`src/rtl/psram_pr_pkg.sv`:
```
`timescale 1ns/1ps
package psram_pr_pkg;

  typedef enum logic [1:0] {
    ST_IDLE  = 2'd0,
    ST_FIRST = 2'd1,
    ST_PAGE  = 2'd2,
    ST_GAP   = 2'd3
  } pr_state_t;

  // round a nanosecond figure up to whole clock cycles, at least one
  function automatic int unsigned ns_to_cycles(input int unsigned ns,
                                               input int unsigned period);
    int unsigned c;
    c = (ns + period - 1) / period;
    return (c == 0) ? 1 : c;
  endfunction

  // words in a page for a length code
  function automatic logic [4:0] page_words(input logic [1:0] sel);
    case (sel)
      2'd0:    return 5'd4;
      2'd1:    return 5'd8;
      default: return 5'd16;
    endcase
  endfunction

  // mask of the address bits that move inside a page
  function automatic logic [3:0] index_mask(input logic [1:0] sel);
    return 4'(page_words(sel) - 5'd1);
  endfunction

endpackage

```
`src/rtl/psram_pr_timer.sv`:
```
`timescale 1ns/1ps
module psram_pr_timer #(
  parameter int W = 5
) (
  input  logic         clk,
  input  logic         rst_n,
  input  logic         restart_i,
  input  logic [W-1:0] limit_i,
  output logic         hit_o
);
  logic [W-1:0] cnt_q;

  always_ff @(posedge clk or negedge rst_n) begin
    if (!rst_n)         cnt_q <= '0;
    else if (restart_i) cnt_q <= '0;
    else                cnt_q <= cnt_q + 1'b1;
  end

  assign hit_o = (cnt_q == limit_i);
endmodule

```
`src/rtl/psram_pr_addr_gen.sv`:
```
`timescale 1ns/1ps
module psram_pr_addr_gen
  import psram_pr_pkg::*;
#(
  parameter int ADDR_W = 20
) (
  input  logic              clk,
  input  logic              rst_n,
  input  logic              load_i,
  input  logic              step_i,
  input  logic [ADDR_W-1:0] base_i,
  input  logic [1:0]        sel_i,
  output logic [ADDR_W-1:0] addr_o,
  output logic [3:0]        mask_o,
  output logic              last_o
);
  logic [ADDR_W-1:0] base_q;
  logic [1:0]        sel_q;
  logic [3:0]        idx_q;
  logic [3:0]        lo;

  always_ff @(posedge clk or negedge rst_n) begin
    if (!rst_n) begin
      base_q <= '0;
      sel_q  <= '0;
      idx_q  <= '0;
    end else if (load_i) begin
      base_q <= base_i;
      sel_q  <= sel_i;
      idx_q  <= '0;
    end else if (step_i) begin
      idx_q  <= idx_q + 4'd1;
    end
  end

  assign mask_o = index_mask(sel_q);
  assign lo     = (base_q[3:0] + idx_q) & mask_o;
  assign addr_o = {base_q[ADDR_W-1:4], (base_q[3:0] & ~mask_o) | lo};
  assign last_o = (idx_q == mask_o);
endmodule

```
`src/rtl/psram_pr_capture.sv`:
```
`timescale 1ns/1ps
module psram_pr_capture #(
  parameter int DATA_W = 16
) (
  input  logic              clk,
  input  logic              rst_n,
  input  logic              take_i,
  input  logic              last_i,
  input  logic [DATA_W-1:0] data_i,
  output logic              valid_o,
  output logic              last_o,
  output logic [DATA_W-1:0] data_o
);
  always_ff @(posedge clk or negedge rst_n) begin
    if (!rst_n) begin
      valid_o <= 1'b0;
      last_o  <= 1'b0;
      data_o  <= '0;
    end else begin
      valid_o <= take_i;
      last_o  <= take_i & last_i;
      if (take_i) data_o <= data_i;
    end
  end
endmodule

```
`src/rtl/psram_page_reader.sv`:
```
`timescale 1ns/1ps
module psram_page_reader
  import psram_pr_pkg::*;
#(
  parameter int ADDR_W        = 20,
  parameter int DATA_W        = 16,
  parameter int CLK_PERIOD_NS = 5,
  parameter int T_RAND_NS     = 70,
  parameter int T_PAGE_NS     = 35,
  parameter int T_DESEL_NS    = 15,
  parameter int T_CE_MAX_NS   = 40000
) (
  input  logic              clk,
  input  logic              rst_n,
  input  logic              start_i,
  input  logic [ADDR_W-1:0] start_addr_i,
  input  logic [1:0]        len_sel_i,
  output logic              busy_o,
  output logic              done_o,
  output logic              word_valid_o,
  output logic [DATA_W-1:0] word_data_o,
  output logic              word_last_o,
  output logic [ADDR_W-1:0] mem_addr_o,
  output logic              mem_ce_n_o,
  output logic              mem_oe_n_o,
  output logic              mem_we_n_o,
  output logic              mem_bhe_n_o,
  output logic              mem_ble_n_o,
  input  logic [DATA_W-1:0] mem_dq_i
);
  localparam int RAND_CYC   = int'(ns_to_cycles(T_RAND_NS, CLK_PERIOD_NS));
  localparam int PAGE_CYC   = int'(ns_to_cycles(T_PAGE_NS, CLK_PERIOD_NS));
  localparam int DESEL_CYC  = int'(ns_to_cycles(T_DESEL_NS, CLK_PERIOD_NS));
  localparam int CE_MAX_CYC = int'(ns_to_cycles(T_CE_MAX_NS, CLK_PERIOD_NS));
  localparam int TMR_W      = $clog2(RAND_CYC + PAGE_CYC + DESEL_CYC + 1);
  localparam int CEW        = $clog2(CE_MAX_CYC + 1);

  pr_state_t         st_q, st_d;
  logic              tmr_hit, tmr_restart;
  logic [TMR_W-1:0]  tmr_limit;
  logic              start_take, capture_evt, burst_end, word_last;
  logic              selected;
  logic [3:0]        addr_mask;
  logic              done_q;

  // named events used by the control and by the checks below
  assign selected    = (st_q == ST_FIRST) || (st_q == ST_PAGE);
  assign start_take  = (st_q == ST_IDLE) && start_i;
  assign capture_evt = selected && tmr_hit;
  assign burst_end   = (st_q == ST_GAP) && tmr_hit;
  assign tmr_restart = (st_q == ST_IDLE) || tmr_hit;

  always_comb begin
    case (st_q)
      ST_FIRST: tmr_limit = TMR_W'(RAND_CYC - 1);
      ST_PAGE:  tmr_limit = TMR_W'(PAGE_CYC - 1);
      ST_GAP:   tmr_limit = TMR_W'(DESEL_CYC - 1);
      default:  tmr_limit = '0;
    endcase
  end

  always_comb begin
    st_d = st_q;
    case (st_q)
      ST_IDLE:  if (start_take)  st_d = ST_FIRST;
      ST_FIRST,
      ST_PAGE:  if (capture_evt) st_d = word_last ? ST_GAP : ST_PAGE;
      ST_GAP:   if (burst_end)   st_d = ST_IDLE;
      default:                   st_d = ST_IDLE;
    endcase
  end

  always_ff @(posedge clk or negedge rst_n) begin
    if (!rst_n) begin
      st_q   <= ST_IDLE;
      done_q <= 1'b0;
    end else begin
      st_q   <= st_d;
      done_q <= burst_end;
    end
  end

  psram_pr_timer #(.W(TMR_W)) u_timer (
    .clk       (clk),
    .rst_n     (rst_n),
    .restart_i (tmr_restart),
    .limit_i   (tmr_limit),
    .hit_o     (tmr_hit)
  );

  psram_pr_addr_gen #(.ADDR_W(ADDR_W)) u_addr (
    .clk    (clk),
    .rst_n  (rst_n),
    .load_i (start_take),
    .step_i (capture_evt),
    .base_i (start_addr_i),
    .sel_i  (len_sel_i),
    .addr_o (mem_addr_o),
    .mask_o (addr_mask),
    .last_o (word_last)
  );

  psram_pr_capture #(.DATA_W(DATA_W)) u_cap (
    .clk     (clk),
    .rst_n   (rst_n),
    .take_i  (capture_evt),
    .last_i  (word_last),
    .data_i  (mem_dq_i),
    .valid_o (word_valid_o),
    .last_o  (word_last_o),
    .data_o  (word_data_o)
  );

  assign busy_o      = (st_q != ST_IDLE);
  assign done_o      = done_q;
  assign mem_ce_n_o  = !selected;
  assign mem_oe_n_o  = !selected;
  assign mem_we_n_o  = 1'b1;
  assign mem_bhe_n_o = 1'b0;
  assign mem_ble_n_o = 1'b0;

  // independent count of consecutive selected cycles, for the checks
  logic [CEW-1:0] ce_low_cnt;
  always_ff @(posedge clk or negedge rst_n) begin
    if (!rst_n)                           ce_low_cnt <= '0;
    else if (mem_ce_n_o)                  ce_low_cnt <= '0;
    else if (ce_low_cnt != {CEW{1'b1}})   ce_low_cnt <= ce_low_cnt + 1'b1;
  end

  a_r5_first_wait: assert property (@(posedge clk) disable iff (!rst_n)
    (capture_evt && st_q == ST_FIRST) |-> (int'(ce_low_cnt) >= RAND_CYC - 1));

  a_r10_ce_bound: assert property (@(posedge clk) disable iff (!rst_n)
    int'(ce_low_cnt) < CE_MAX_CYC);

  a_r3_upper_fixed: assert property (@(posedge clk) disable iff (!rst_n)
    (!mem_ce_n_o && $past(!mem_ce_n_o)) |->
      (((mem_addr_o ^ $past(mem_addr_o)) & ~{{(ADDR_W-4){1'b0}}, addr_mask}) == '0));

  a_r8_release: assert property (@(posedge clk) disable iff (!rst_n)
    (word_valid_o && word_last_o) |-> mem_ce_n_o);

  a_r9_ignore: assert property (@(posedge clk) disable iff (!rst_n)
    $fell(mem_ce_n_o) |-> ($past(start_i) && !$past(busy_o)));

  a_r8_done_idle: assert property (@(posedge clk) disable iff (!rst_n)
    done_o |-> (!busy_o && mem_ce_n_o && $past(busy_o)));
endmodule

```
`config.mk`:
```
export PLATFORM = sky130hd
export DESIGN_NAME = psram_page_reader
export DESIGN_NICKNAME = d
export VERILOG_FILES = /design/src/rtl/psram_pr_pkg.sv /design/src/rtl/psram_pr_timer.sv /design/src/rtl/psram_pr_addr_gen.sv /design/src/rtl/psram_pr_capture.sv /design/src/rtl/psram_page_reader.sv
export SDC_FILE = /design/constraint.sdc
export NUM_CORES = 1
export LEC_CHECK = 0
export ABC_AREA = 1
export BUFFER_PORTS_ARGS = -buffer_cell sky130_fd_sc_hd__buf_4
export CORE_ASPECT_RATIO = 2
export CORE_MARGIN = 8
export CORE_UTILIZATION = 30
export DETAILED_ROUTE_END_ITERATION = 16
export PLACE_DENSITY_LB_ADDON = 0.2
export SLEW_MARGIN = 5
export SYNTH_ARGS = -nofsm -noshare
export SYNTH_HDL_FRONTEND = slang
export SYNTH_SLANG_ARGS = --single-unit
export TNS_END_PERCENT = 20
```
`constraint.sdc`:
```
create_clock -name clk -period 5.3 [get_ports clk]
set_clock_uncertainty 0.1 [all_clocks]
set_input_delay 0.265 -clock clk [delete_from_list [all_inputs] [get_ports clk]]
set_output_delay 0.265 -clock clk [all_outputs]
set_load 0.005 [all_outputs]
```
==> flow_summary.json <==
{
  "status": "complete, no violations",
  "grt_util_met2": 0.210,
  "syn_area_per_cell_um2": 9.45,
  "endpoint": "u_cap.data_o[4]",
  "r2r-end": "u_cap.data_o[4]",
  "finalCriticalPeriod_ps": 2450,
  "drv_cap": 0,
  "rsz0062_at_grt": "no",
  "slew_headroom": 0.548,
  "fin_nets": 388,
  "port_buffers": 82,
  "crit_path_start_kind": "flip-flop",
  "ys_seq_elements": 52,
  "power_density_mw_per_mm2": 586,
  "wl_per_cell_um": 14.3,
  "rows": 47,
  "grt_max_degree": 53,
  "r2r_cells": 12,
  "hold_slack_ps": 60.3,
  "worstPathArrival_ps": 2540,
  "min_period_over_period": 0.462,
  "cts.sinks": 52,
  "maxSlewViolCount": 0,
  "gr-usage-met3": 0.0258,
  "drc": 0,
  "use_met1": 0.0991,
  "cts_setup_buffers": 0,
  "cp.required_ps": 5390,
  "power.switching_mw": 0.694,
  "clk_path_buf_depth": 2,
  "synth_seq_area_share": 0.508,
  "ios": 86,
  "drive_gt1_frac": 0.344,
  "htreeDepth": 2,
  "r2r_start": "st_q[0]",
  "clock-root-buffer": "clkbuf_16",
  "p_comb_frac": 0.456,
  "p_seq_frac": 0.351,
  "core_mm2": 0.00829,
  "tns_ps": 0,
  "die_area_mm2": 0.0119,
  "finalHoldViolations": 0,
  "p_int_mw": 1.24,
  "grt_overflow": 0,
  "crit_start": "st_q[0]",
  "synth-edff-count": 0,
  "tightest_slew_ps": 677,
  "grt.busiest_layer": "met2",
  "peakVddDrop_uv": 317,
  "yosysWarnings": 0,
  "gp_congestion": 0.782,
  "critPathKind": "flip-flop to flip-flop",
  "synth_area_leaders": "dfrtp_1, nand2_1, mux2_2, buf_4, ha_1",
  "synth_cell_types": 25,
  "path_clk_slew_ps": 70,
  "cts_tree": "built",
  "grt_pass1_vias": 2022,
  "die_w_um": 81.3,
  "setup_viol": 0,
  "antenna_found_initial": 0,
  "finalInstanceArea_mm2": 0.00330,
  "drt_iter0_markers": 62,
  "r2r_slack_ps": 2850,
  "ant_nets": 0,
  "via_count": 1907,
  "cts_resized": 0,
  "place_area_mm2": 0.00312,
  "die_h_um": 147,
  "synth_most_common_cell": "nand2_1",
  "synthFlopType": "dfrtp_1",
  "clock_latency_ps": 290,
  "grt_usage": 0.110,
  "area_growth_pct": 28.7,
  "fmax_ghz": 0.409,
  "routed_via_density": 4.38,
  "grt_first_pass_wirelength_um": 9990,
  "async_flop_share": 1.00,
  "cellLeakagePower_nw": 1.73,
  "hold_buffers": 1,
  "initial_core_util": 0.309,
  "numCtsBuffers": 5,
  "drt_wl_total_um": 6230,
  "pwr-share-clk": 0.193,
  "swShare": 0.360,
  "synth_top_area_cell": "dfrtp_1",
  "firstDrtPassIters": 4,
  "synthTopCellsByCount": "nand2_1, dfrtp_1, buf_4",
  "hold_path_depth": 3,
  "cp-end-kind": "flip-flop",
  "critPathMaxFanout": 22,
  "synth_top_area_frac": 0.508,
  "syn_inst": 271,
  "netlist_area_mm2": 0.00256,
  "min_path_type": "primary input to flip-flop",
  "n_antenna_cell": 0,
  "dp_hpwl_um": 4840
}
## layout by cell type (no fill, tap or decap), drive strengths merged, types with 3 or more instances in the layout
| cell | instances |
|---|---|
| inv | 23 |
| dfrtp | 52 |
| a21oi | 4 |
| xor2 | 5 |
| buf | 83 |
| nand2 | 88 |
| mux2 | 20 |
| conb | 3 |
| nor2 | 15 |
| nand4 | 4 |
| clkbuf | 6 |
| o21ai | 3 |
| ha | 10 |
| nand3 | 11 |
| xnor2 | 3 |
## area by class of cell
cell class	count	area [um2]
Clock buffer	6	129
Inverter	23	87.6
Multi-Input combinational cell	170	985
Timing Repair Buffer	84	633
Clock inverter	2	38.8
Sequential cell	52	1300
Tap cell	98	123
Fill cell	832	4990
## cell families (layout without fill, tap and decap cells)
family,after synthesis,count (layout),synth area share
AOI/OAI and AO/OA,8,8,0.0166
xor gates and xnor gates,8,8,0.0274
adders and majority gates,11,11,0.0567
buffers and inverters,50,115,0.109
DFF,52,52,0.508
muxes,20,20,0.0879
other,2,3,0.00293
and+or+nand+nor,120,120,0.191
## metrics by stage
stage	cells	util	setup slack (ps)	power (mW)
after floorplan	272	-	3410	1.26
after global placement	426	0.376	2930	1.57
after detailed placement	426	0.376	2810	1.60
after CTS	435	0.398	2800	1.98
after global routing	435	0.398	2580	2.10
final	435	0.398	2850	1.93
## worst max-delay path, cell delays in order (launching register included)
cell and delay [ps]:
dfrtp_1 400, inv_1 100, ha_1 420, inv_2 130
nand2_1 50, nand3_1 80, inv_1 40, nand2_1 100
nor2_4 50, nand2_2 320, clkinv_2 330, nand2_1 150
nand2_1 50
## state kept, by name, indices dropped and copies added, names as in the netlist
name and flops:
u_addr.sel_q 2, u_cap.last_o 1, u_timer.cnt_q 5, u_addr.base_q 20, st_q 2, u_addr.idx_q 4
u_cap.data_o 16, done_o 1, u_cap.valid_o 1
## power groups by stage
stage | logic [mW] | registers, mW | clock network, mW
global route | 1.00 | 0.702 | 0.401
finish | 0.880 | 0.677 | 0.374
CTS | 0.912 | 0.680 | 0.388
global placement | 0.894 | 0.681 | 0
floorplan | 0.596 | 0.664 | 0
detailed placement | 0.910 | 0.687 | 0
## how the worst min path moves through the flow
stage / startpoint / end / slack, ps
floorplan: rst_n / done_o / -130
global placement: rst_n / u_addr.base_q[14] / 250
detailed placement: rst_n / u_addr.base_q[14] / 260
CTS: mem_dq_i[11] / u_cap.data_o[11] / 60
global route: mem_dq_i[15] / u_cap.data_o[15] / 60
finish: mem_dq_i[15] / u_cap.data_o[15] / 60
## metal layers
layer  share of wire  vias up
li1                -      951
met1            0.33      914
met2            0.60       37
met3           0.047        5
met4           0.023        0
met5               0        -
(Power assumes the default switching activity.)
